[src/rtl/lw_sram_pkg.sv]
package lw_sram_pkg;

    localparam int LANE_BITS_DEF = 9;

    typedef enum logic [1:0] {
        OP_NONE  = 2'd0,
        OP_READ  = 2'd1,
        OP_WRITE = 2'd2
    } op_e;

    function automatic op_e decode_op(input logic cs_n, input logic we_n);
        if (cs_n)
            return OP_NONE;
        else if (we_n)
            return OP_READ;
        else
            return OP_WRITE;
    endfunction

endpackage

[src/rtl/lw_cmd_stage.sv]
module lw_cmd_stage
    import lw_sram_pkg::*;
#(
    parameter int ADDR_W = 6,
    parameter int LANES  = 4
) (
    input  logic              clk,
    input  logic              rst,
    input  logic              cs_n,
    input  logic              we_n,
    input  logic [LANES-1:0]  be_n,
    input  logic [ADDR_W-1:0] addr,
    output op_e               op_now,
    output logic              pend_vld,
    output logic [ADDR_W-1:0] pend_addr,
    output logic [LANES-1:0]  pend_ben
);

    assign op_now = decode_op(cs_n, we_n);

    always_ff @(posedge clk) begin
        if (rst) begin
            pend_vld  <= 1'b0;
            pend_addr <= '0;
            pend_ben  <= '0;
        end else begin
            pend_vld <= (op_now == OP_WRITE);
            if (op_now == OP_WRITE) begin
                pend_addr <= addr;
                pend_ben  <= ~be_n;
            end
        end
    end

    // write address phase is captured on its own edge
    assert_wr_addr_phase_R2: assert property (@(posedge clk) disable iff (rst)
        (!cs_n && !we_n) |=> (pend_vld && pend_addr == $past(addr)));

    // a read leaves no pending write whatever the lane enables are
    assert_rd_no_pend_R5: assert property (@(posedge clk) disable iff (rst)
        (!cs_n && we_n) |=> !pend_vld);

endmodule

[src/rtl/lw_wbuf.sv]
module lw_wbuf #(
    parameter int ADDR_W = 6,
    parameter int LANES  = 4,
    parameter int LANE_W = 9,
    localparam int W     = LANES * LANE_W
) (
    input  logic              clk,
    input  logic              rst,
    input  logic              pend_vld,
    input  logic [ADDR_W-1:0] pend_addr,
    input  logic [LANES-1:0]  pend_ben,
    input  logic [W-1:0]      din,
    output logic              buf_vld,
    output logic [ADDR_W-1:0] buf_addr,
    output logic [LANES-1:0]  buf_ben,
    output logic [W-1:0]      buf_data,
    output logic              commit_en
);

    // the held entry retires when newer write data replaces it
    assign commit_en = pend_vld & buf_vld;

    always_ff @(posedge clk) begin
        if (rst) begin
            buf_vld  <= 1'b0;
            buf_addr <= '0;
            buf_ben  <= '0;
            buf_data <= '0;
        end else if (pend_vld) begin
            buf_vld  <= 1'b1;
            buf_addr <= pend_addr;
            buf_ben  <= pend_ben;
            buf_data <= din;
        end
    end

    // data phase: din on the edge after the address lands in the buffer
    assert_data_phase_R2: assert property (@(posedge clk) disable iff (rst)
        pend_vld |=> (buf_vld && buf_data == $past(din) && buf_addr == $past(pend_addr)));

endmodule

[src/rtl/lw_array.sv]
module lw_array #(
    parameter int ADDR_W = 6,
    parameter int LANES  = 4,
    parameter int LANE_W = 9,
    localparam int W     = LANES * LANE_W,
    localparam int DEPTH = 1 << ADDR_W
) (
    input  logic              clk,
    input  logic              wr_en,
    input  logic [ADDR_W-1:0] wr_addr,
    input  logic [LANES-1:0]  wr_ben,
    input  logic [W-1:0]      wr_data,
    input  logic [ADDR_W-1:0] rd_addr,
    output logic [W-1:0]      rd_data
);

    logic [W-1:0] mem [DEPTH];

    always_ff @(posedge clk) begin
        if (wr_en) begin
            for (int i = 0; i < LANES; i++) begin
                if (wr_ben[i])
                    mem[wr_addr][i*LANE_W +: LANE_W] <= wr_data[i*LANE_W +: LANE_W];
            end
        end
    end

    assign rd_data = mem[rd_addr];

endmodule

[src/rtl/lw_read_path.sv]
module lw_read_path
    import lw_sram_pkg::*;
#(
    parameter int ADDR_W = 6,
    parameter int LANES  = 4,
    parameter int LANE_W = 9,
    localparam int W     = LANES * LANE_W
) (
    input  logic              clk,
    input  logic              rst,
    input  op_e               op_now,
    input  logic [ADDR_W-1:0] rd_addr,
    input  logic [W-1:0]      arr_data,
    input  logic              pend_vld,
    input  logic [ADDR_W-1:0] pend_addr,
    input  logic [LANES-1:0]  pend_ben,
    input  logic [W-1:0]      din,
    input  logic              buf_vld,
    input  logic [ADDR_W-1:0] buf_addr,
    input  logic [LANES-1:0]  buf_ben,
    input  logic [W-1:0]      buf_data,
    output logic [W-1:0]      dout,
    output logic              q_valid
);

    logic         pend_hit;
    logic         buf_hit;
    logic [W-1:0] merged;

    assign pend_hit = pend_vld && (pend_addr == rd_addr);
    assign buf_hit  = buf_vld && (buf_addr == rd_addr);

    // per lane: newest source wins
    for (genvar g = 0; g < LANES; g++) begin : g_lane
        always_comb begin
            if (pend_hit && pend_ben[g])
                merged[g*LANE_W +: LANE_W] = din[g*LANE_W +: LANE_W];
            else if (buf_hit && buf_ben[g])
                merged[g*LANE_W +: LANE_W] = buf_data[g*LANE_W +: LANE_W];
            else
                merged[g*LANE_W +: LANE_W] = arr_data[g*LANE_W +: LANE_W];
        end
    end

    always_ff @(posedge clk) begin
        if (rst) begin
            dout    <= '0;
            q_valid <= 1'b0;
        end else begin
            q_valid <= (op_now == OP_READ);
            if (op_now == OP_READ)
                dout <= merged;
        end
    end

    assert_full_fwd_R3: assert property (@(posedge clk) disable iff (rst)
        (op_now == OP_READ && pend_vld && pend_addr == rd_addr && (&pend_ben))
        |=> dout == $past(din));

    assert_buf_fwd_R3: assert property (@(posedge clk) disable iff (rst)
        (op_now == OP_READ && !(pend_vld && pend_addr == rd_addr) && buf_vld
         && buf_addr == rd_addr && (&buf_ben))
        |=> dout == $past(buf_data));

    assert_hold_R12: assert property (@(posedge clk) disable iff (rst)
        (op_now != OP_READ) |=> $stable(dout));

    assert_off_R9: assert property (@(posedge clk) disable iff (rst)
        (op_now != OP_READ) |=> !q_valid);

endmodule

[src/rtl/lw_sram.sv]
module lw_sram
    import lw_sram_pkg::*;
#(
    parameter int ADDR_W = 6,
    parameter int LANES  = 4,
    parameter int LANE_W = LANE_BITS_DEF,
    localparam int W     = LANES * LANE_W
) (
    input  logic              clk,
    input  logic              rst,
    input  logic              cs_n,
    input  logic              we_n,
    input  logic [LANES-1:0]  be_n,
    input  logic [ADDR_W-1:0] addr,
    input  logic [W-1:0]      din,
    input  logic              oe_n,
    output logic [W-1:0]      dout,
    output logic              q_valid,
    output logic              dout_oe
);

    op_e               op_now;
    logic              pend_vld;
    logic [ADDR_W-1:0] pend_addr;
    logic [LANES-1:0]  pend_ben;
    logic              buf_vld;
    logic [ADDR_W-1:0] buf_addr;
    logic [LANES-1:0]  buf_ben;
    logic [W-1:0]      buf_data;
    logic              commit_en;
    logic [W-1:0]      arr_data;

    lw_cmd_stage #(.ADDR_W(ADDR_W), .LANES(LANES)) u_cmd (
        .clk(clk), .rst(rst), .cs_n(cs_n), .we_n(we_n), .be_n(be_n), .addr(addr),
        .op_now(op_now), .pend_vld(pend_vld), .pend_addr(pend_addr), .pend_ben(pend_ben)
    );

    lw_wbuf #(.ADDR_W(ADDR_W), .LANES(LANES), .LANE_W(LANE_W)) u_wbuf (
        .clk(clk), .rst(rst), .pend_vld(pend_vld), .pend_addr(pend_addr),
        .pend_ben(pend_ben), .din(din), .buf_vld(buf_vld), .buf_addr(buf_addr),
        .buf_ben(buf_ben), .buf_data(buf_data), .commit_en(commit_en)
    );

    lw_array #(.ADDR_W(ADDR_W), .LANES(LANES), .LANE_W(LANE_W)) u_array (
        .clk(clk), .wr_en(commit_en), .wr_addr(buf_addr), .wr_ben(buf_ben),
        .wr_data(buf_data), .rd_addr(addr), .rd_data(arr_data)
    );

    lw_read_path #(.ADDR_W(ADDR_W), .LANES(LANES), .LANE_W(LANE_W)) u_rd (
        .clk(clk), .rst(rst), .op_now(op_now), .rd_addr(addr), .arr_data(arr_data),
        .pend_vld(pend_vld), .pend_addr(pend_addr), .pend_ben(pend_ben), .din(din),
        .buf_vld(buf_vld), .buf_addr(buf_addr), .buf_ben(buf_ben), .buf_data(buf_data),
        .dout(dout), .q_valid(q_valid)
    );

    assign dout_oe = q_valid & ~oe_n;

    assert_reset_R11: assert property (@(posedge clk)
        rst |=> (!q_valid && dout == '0 && !pend_vld && !buf_vld));

    assert_rd_valid_R12: assert property (@(posedge clk) disable iff (rst)
        (!cs_n && we_n) |=> q_valid);

endmodule

[config.mk]
export PLATFORM = sky130hd
export DESIGN_NAME = lw_sram
export DESIGN_NICKNAME = d
export VERILOG_FILES = /design/src/rtl/lw_sram_pkg.sv /design/src/rtl/lw_cmd_stage.sv /design/src/rtl/lw_wbuf.sv /design/src/rtl/lw_array.sv /design/src/rtl/lw_read_path.sv /design/src/rtl/lw_sram.sv
export SDC_FILE = /design/constraint.sdc
export NUM_CORES = 2
export LEC_CHECK = 0
export ABC_AREA = 1
export BUFFER_PORTS_ARGS = -buffer_cell sky130_fd_sc_hd__clkbuf_2
export CAP_MARGIN = 20
export CORE_UTILIZATION = 52
export CTS_CLUSTER_SIZE = 16
export DETAILED_ROUTE_END_ITERATION = 7
export PLACE_DENSITY = 0.71
export SLEW_MARGIN = 20
export SYNTH_ARGS = -nofsm -noshare
export SYNTH_HDL_FRONTEND = slang
export SYNTH_HIERARCHICAL = 1
export SYNTH_SLANG_ARGS = --single-unit
[constraint.sdc]
create_clock -name clk -period 1.9 [get_ports clk]
set_input_delay 0.38 -clock clk [delete_from_list [all_inputs] [get_ports clk]]
set_output_delay 0.38 -clock clk [all_outputs]
set_load 0.01 [all_outputs]
==> run_results.csv <==
group,metric,value,unit
outcome,status,"finished with violations",
outcome,violations,"design-rule violations, negative setup slack",
die,rows,159,
yosys,yosys.cell_count.top_type,"nand2_1",
worst_hold_path,whs_path_depth,4,
sta,fmax,515,MHz
clock_network,cts_tree,"yes",
worst_hold_path,min-delay-path-class,"primary input to register",
sta,final.min_clock_period,1.94,ns
die,dieArea,191000,um^2
yosys,ys.flop_type,"edfxtp_1",
global_route,grt_util_met2,48.8,%
worst_hold_path,hold_start,"rst",
yosys,synth_top_area_cell,"edfxtp_1",
global_route,grt_usage,30.6,%
sta,rsz0062_at_grt,"yes",
worst_setup_path,critPathRequiredTime,2.45,ns
yosys,synth_top_area_share,70.1,%
worst_setup_path,timing.rr.end,"u_array/mem[8][30]",
power,powerDensity,945,nW/um^2
sta,slew_viol_final,0,
placement,dp_worst_setup_slack,-0.808,ns
clock_network,cts_buffers,228,
worst_setup_path,r2r_start,"u_wbuf/buf_addr[4]",
die,start_util,52.4,%
placement,port_buffers,88,
global_route,antenna_found_initial,1,
routing,vias,72217,
global_route,grt_util_met3,6.42,%
worst_setup_path,worstPathMaxFanout,9,
global_route,grt_max_degree,109,
yosys,synth_edf_count,2304,
yosys,netlist_area,98700,um^2
sta,setup_ws,-0.0431,ns
cells_and_area,multi_input_area,24600,um^2
routing,drt_iter0_drc,10259,
worst_setup_path,worst_path_max_delay_cell,"dfxtp_4",
die,ios,89,
global_route,grt_pass1_wl,437,mm
worst_setup_path,worstPathArrival,2.50,ns
placement,gp_congestion,0.947,
routing,ant_nets,0,
cells_and_area,final-instance-count-excl-fill,12109,
worst_setup_path,critical_path_class,"register to register",
yosys,synth_top_cells_by_area,"edfxtp_1 (70%), nand3_1 (11%), nand2_1 (11%), dfxtp_1 (1.9%), buf_2 (1.7%)",
power,peakVddDrop,1240,uV
cells_and_area,final_cell_area,118000,um^2
sta,final_hold_viol_count,0,
yosys,ys_seq_area_share,72.0,%
power,leakage,43.8,nW
yosys,async_flop_share,0,%
cells_and_area,syn2layout_area_growth,19.3,%
clock_network,cts_root_buffer,"clkbuf_16",
cells_and_area,fill_cells,14108,
routing,vias_per_cell,5.96,
worst_setup_path,reg2reg_setup_slack,-0.04,ns
routing,route.detailed.drc,1,
global_route,grt_remaining_overflow,0,
routing,wl,300,mm
placement,dp.cells,11593,
routing,firstDrtPassIters,8,
global_route,met1_usage,38.9,%
sta,fin_tns_setup,-1.86,ns
die,die_y,438,um
worst_setup_path,slowest_delay,0.37,ns
yosys,synth.net_count,8773,
worst_setup_path,path_common_cell,"buf_4",
yosys,ys_seq_elements,2399,
yosys,ys_warn_count,6,
global_route,grt_pass1_vias,68875,
sta,skew,0.0492,ns
worst_setup_path,cp-start-kind,"register",
sta,final.period_utilization,102,%
placement,dp_hpwl,189,mm
yosys,syn_inst,8722,
sta,worst_pin_slew,0.969,ns
die,fp.dieW,438,um
sta,slew_headroom,35.4,%
clock_network,cts.path.max_buffers,3,
job,drv_cap,0,
cells_and_area,nNetsFinal,9464,
clock_network,h-tree-depth,4,
cells_and_area,post_route_cells_drive_above_1_share,16.2,%
worst_setup_path,end_kind,"register",
cells_and_area,regArea,71200,um^2
clock_network,clkTransAtPathRegs,0.07,ns
worst_setup_path,path_cells,"buf_4 -> nor3_1 -> buf_4 -> nand2_1 -> buf_4 -> nor2_1 -> buf_4",
clock_network,clock_sinks,2399,
placement,placedInstanceArea,109000,um^2
yosys,ys_types,23,
sta,setup-violations-final,146,
worst_hold_path,min_to,"u_wbuf/buf_data[32]",
yosys,netlist_top_cells_count,"nand2_1 (2902), edfxtp_1 (2304), nand3_1 (2244)",
yosys,avgSynthCellArea,11.3,um^2
die,core_area,188000,um^2
routing,wire_per_inst,24.8,um
global_route,busiest_layer,"met2",
worst_setup_path,r2r_cells,7,
clock_network,clkLatencyLatePin,0.88,ns
==> cell families (layout without fill, tap and decap cells) <==
| group | after synthesis | in the layout | share of synthesized area [%] |
|---|---|---|---|
| other cells | 0 | 1 | 0 |
| compound gates | 39 | 39 | 0.312 |
| flops | 2399 | 2399 | 72.0 |
| simple gates | 5556 | 5556 | 24.1 |
| buf+inv | 726 | 1617 | 3.52 |
| xor+xnor | 2 | 2 | 0.0178 |
==> repair_timing <==
item                                    4_1_cts  5_1_grt
hold buffers                                 44        0
setup buffers                                 0        5
resized for setup                            32      241
endpoints found under the hold margin        62        0
gates cloned                                  1       35
pin swaps                                     1        8
endpoints found under the setup margin     1353     1389
==> power by group <==
group	internal [W]	switching [W]
Combinational	0.00247	0.00544
Clock	0.0253	0.0198
Sequential	0.0580	0.000202
==> stage by stage <==
step	power, W	hold WS (ns)	util [%]
after floorplan	0.0634	0.451	-
after global placement	0.0667	0.470	57.8
after detailed placement	0.0669	0.470	57.8
after CTS	0.111	0.00313	62.0
after global routing	0.114	0.0475	62.5
final	0.111	0.0536	62.5
==> placed cells by master (no fill, tap or decap), types with 6 or more instances in the layout <==
cell / count
a21oi_1: 8
a21oi_2: 30
buf_12: 215
buf_2: 6
buf_4: 581
buf_6: 89
bufinv_16: 20
clkbuf_1: 64
clkbuf_16: 231
clkbuf_2: 81
clkbuf_8: 7
clkinv_1: 42
clkinv_2: 36
clkinvlp_4: 15
dfxtp_1: 39
dfxtp_2: 50
dfxtp_4: 6
dlygate4sd3_1: 44
edfxtp_1: 2304
inv_1: 149
inv_2: 8
inv_6: 6
nand2_1: 2875
nand2_2: 27
nand3_1: 2237
nand3_2: 10
nor2_1: 282
nor2_2: 68
nor2_4: 35
nor3_1: 12
==> how the worst max path moves through the flow <==
stage | start | endpoint | slack, ns | depth (start not counted)
4_1_cts | u_wbuf/buf_addr[1] | u_array/mem[42][21] | 0.0002 | 7
3_5_place_dp | addr[0] | u_rd/dout[31] | -0.81 | 17
6_report | u_wbuf/buf_addr[4] | u_array/mem[8][30] | -0.04 | 7
5_1_grt | u_wbuf/buf_addr[4] | u_array/mem[36][7] | -0.06 | 7
2_1_floorplan | u_cmd/pend_vld | u_array/mem[10][27] | -0.15 | 7
3_3_place_gp | addr[0] | u_rd/dout[10] | -0.82 | 14
==> per-layer routing <==
metal / share of wire (%) / vias to the layer above
met5: 0.010 / -
met4: 6.3 / 4
li1: - / 31838
met3: 11 / 913
met1: 36 / 34894
met2: 47 / 4568
==> sequential cells by signal, indices dropped and copies added, names as in the netlist <==
signal and cells:
u_wbuf/buf_data 36, u_cmd/pend_vld 1, u_rd/dout 36, u_wbuf/buf_vld 1
u_wbuf/buf_ben 4, u_rd/q_valid 1, u_wbuf/buf_addr 6, u_cmd/pend_addr 6
u_array/mem 2304, u_cmd/pend_ben 4
==> worst max-delay path: cells and delay by family (launching register included) <==
family / cells / cell delay (ns)
DFF: 1 / 0.37
and+or+nand+nor: 3 / 0.44
buffers and inverters: 4 / 0.82
==> cell type report <==
type	count	area share, %
Antenna cell	1	0.00213
Clock buffer	301	5.18
Clock inverter	129	1.13
Inverter	163	0.567
Multi-Input combinational cell	5597	20.9
Sequential cell	2399	60.5
Tap cell	2495	2.65
Timing Repair Buffer	1023	9.05
Timing Repair inverter	1	0.00957
(Power assumes the default switching activity.)
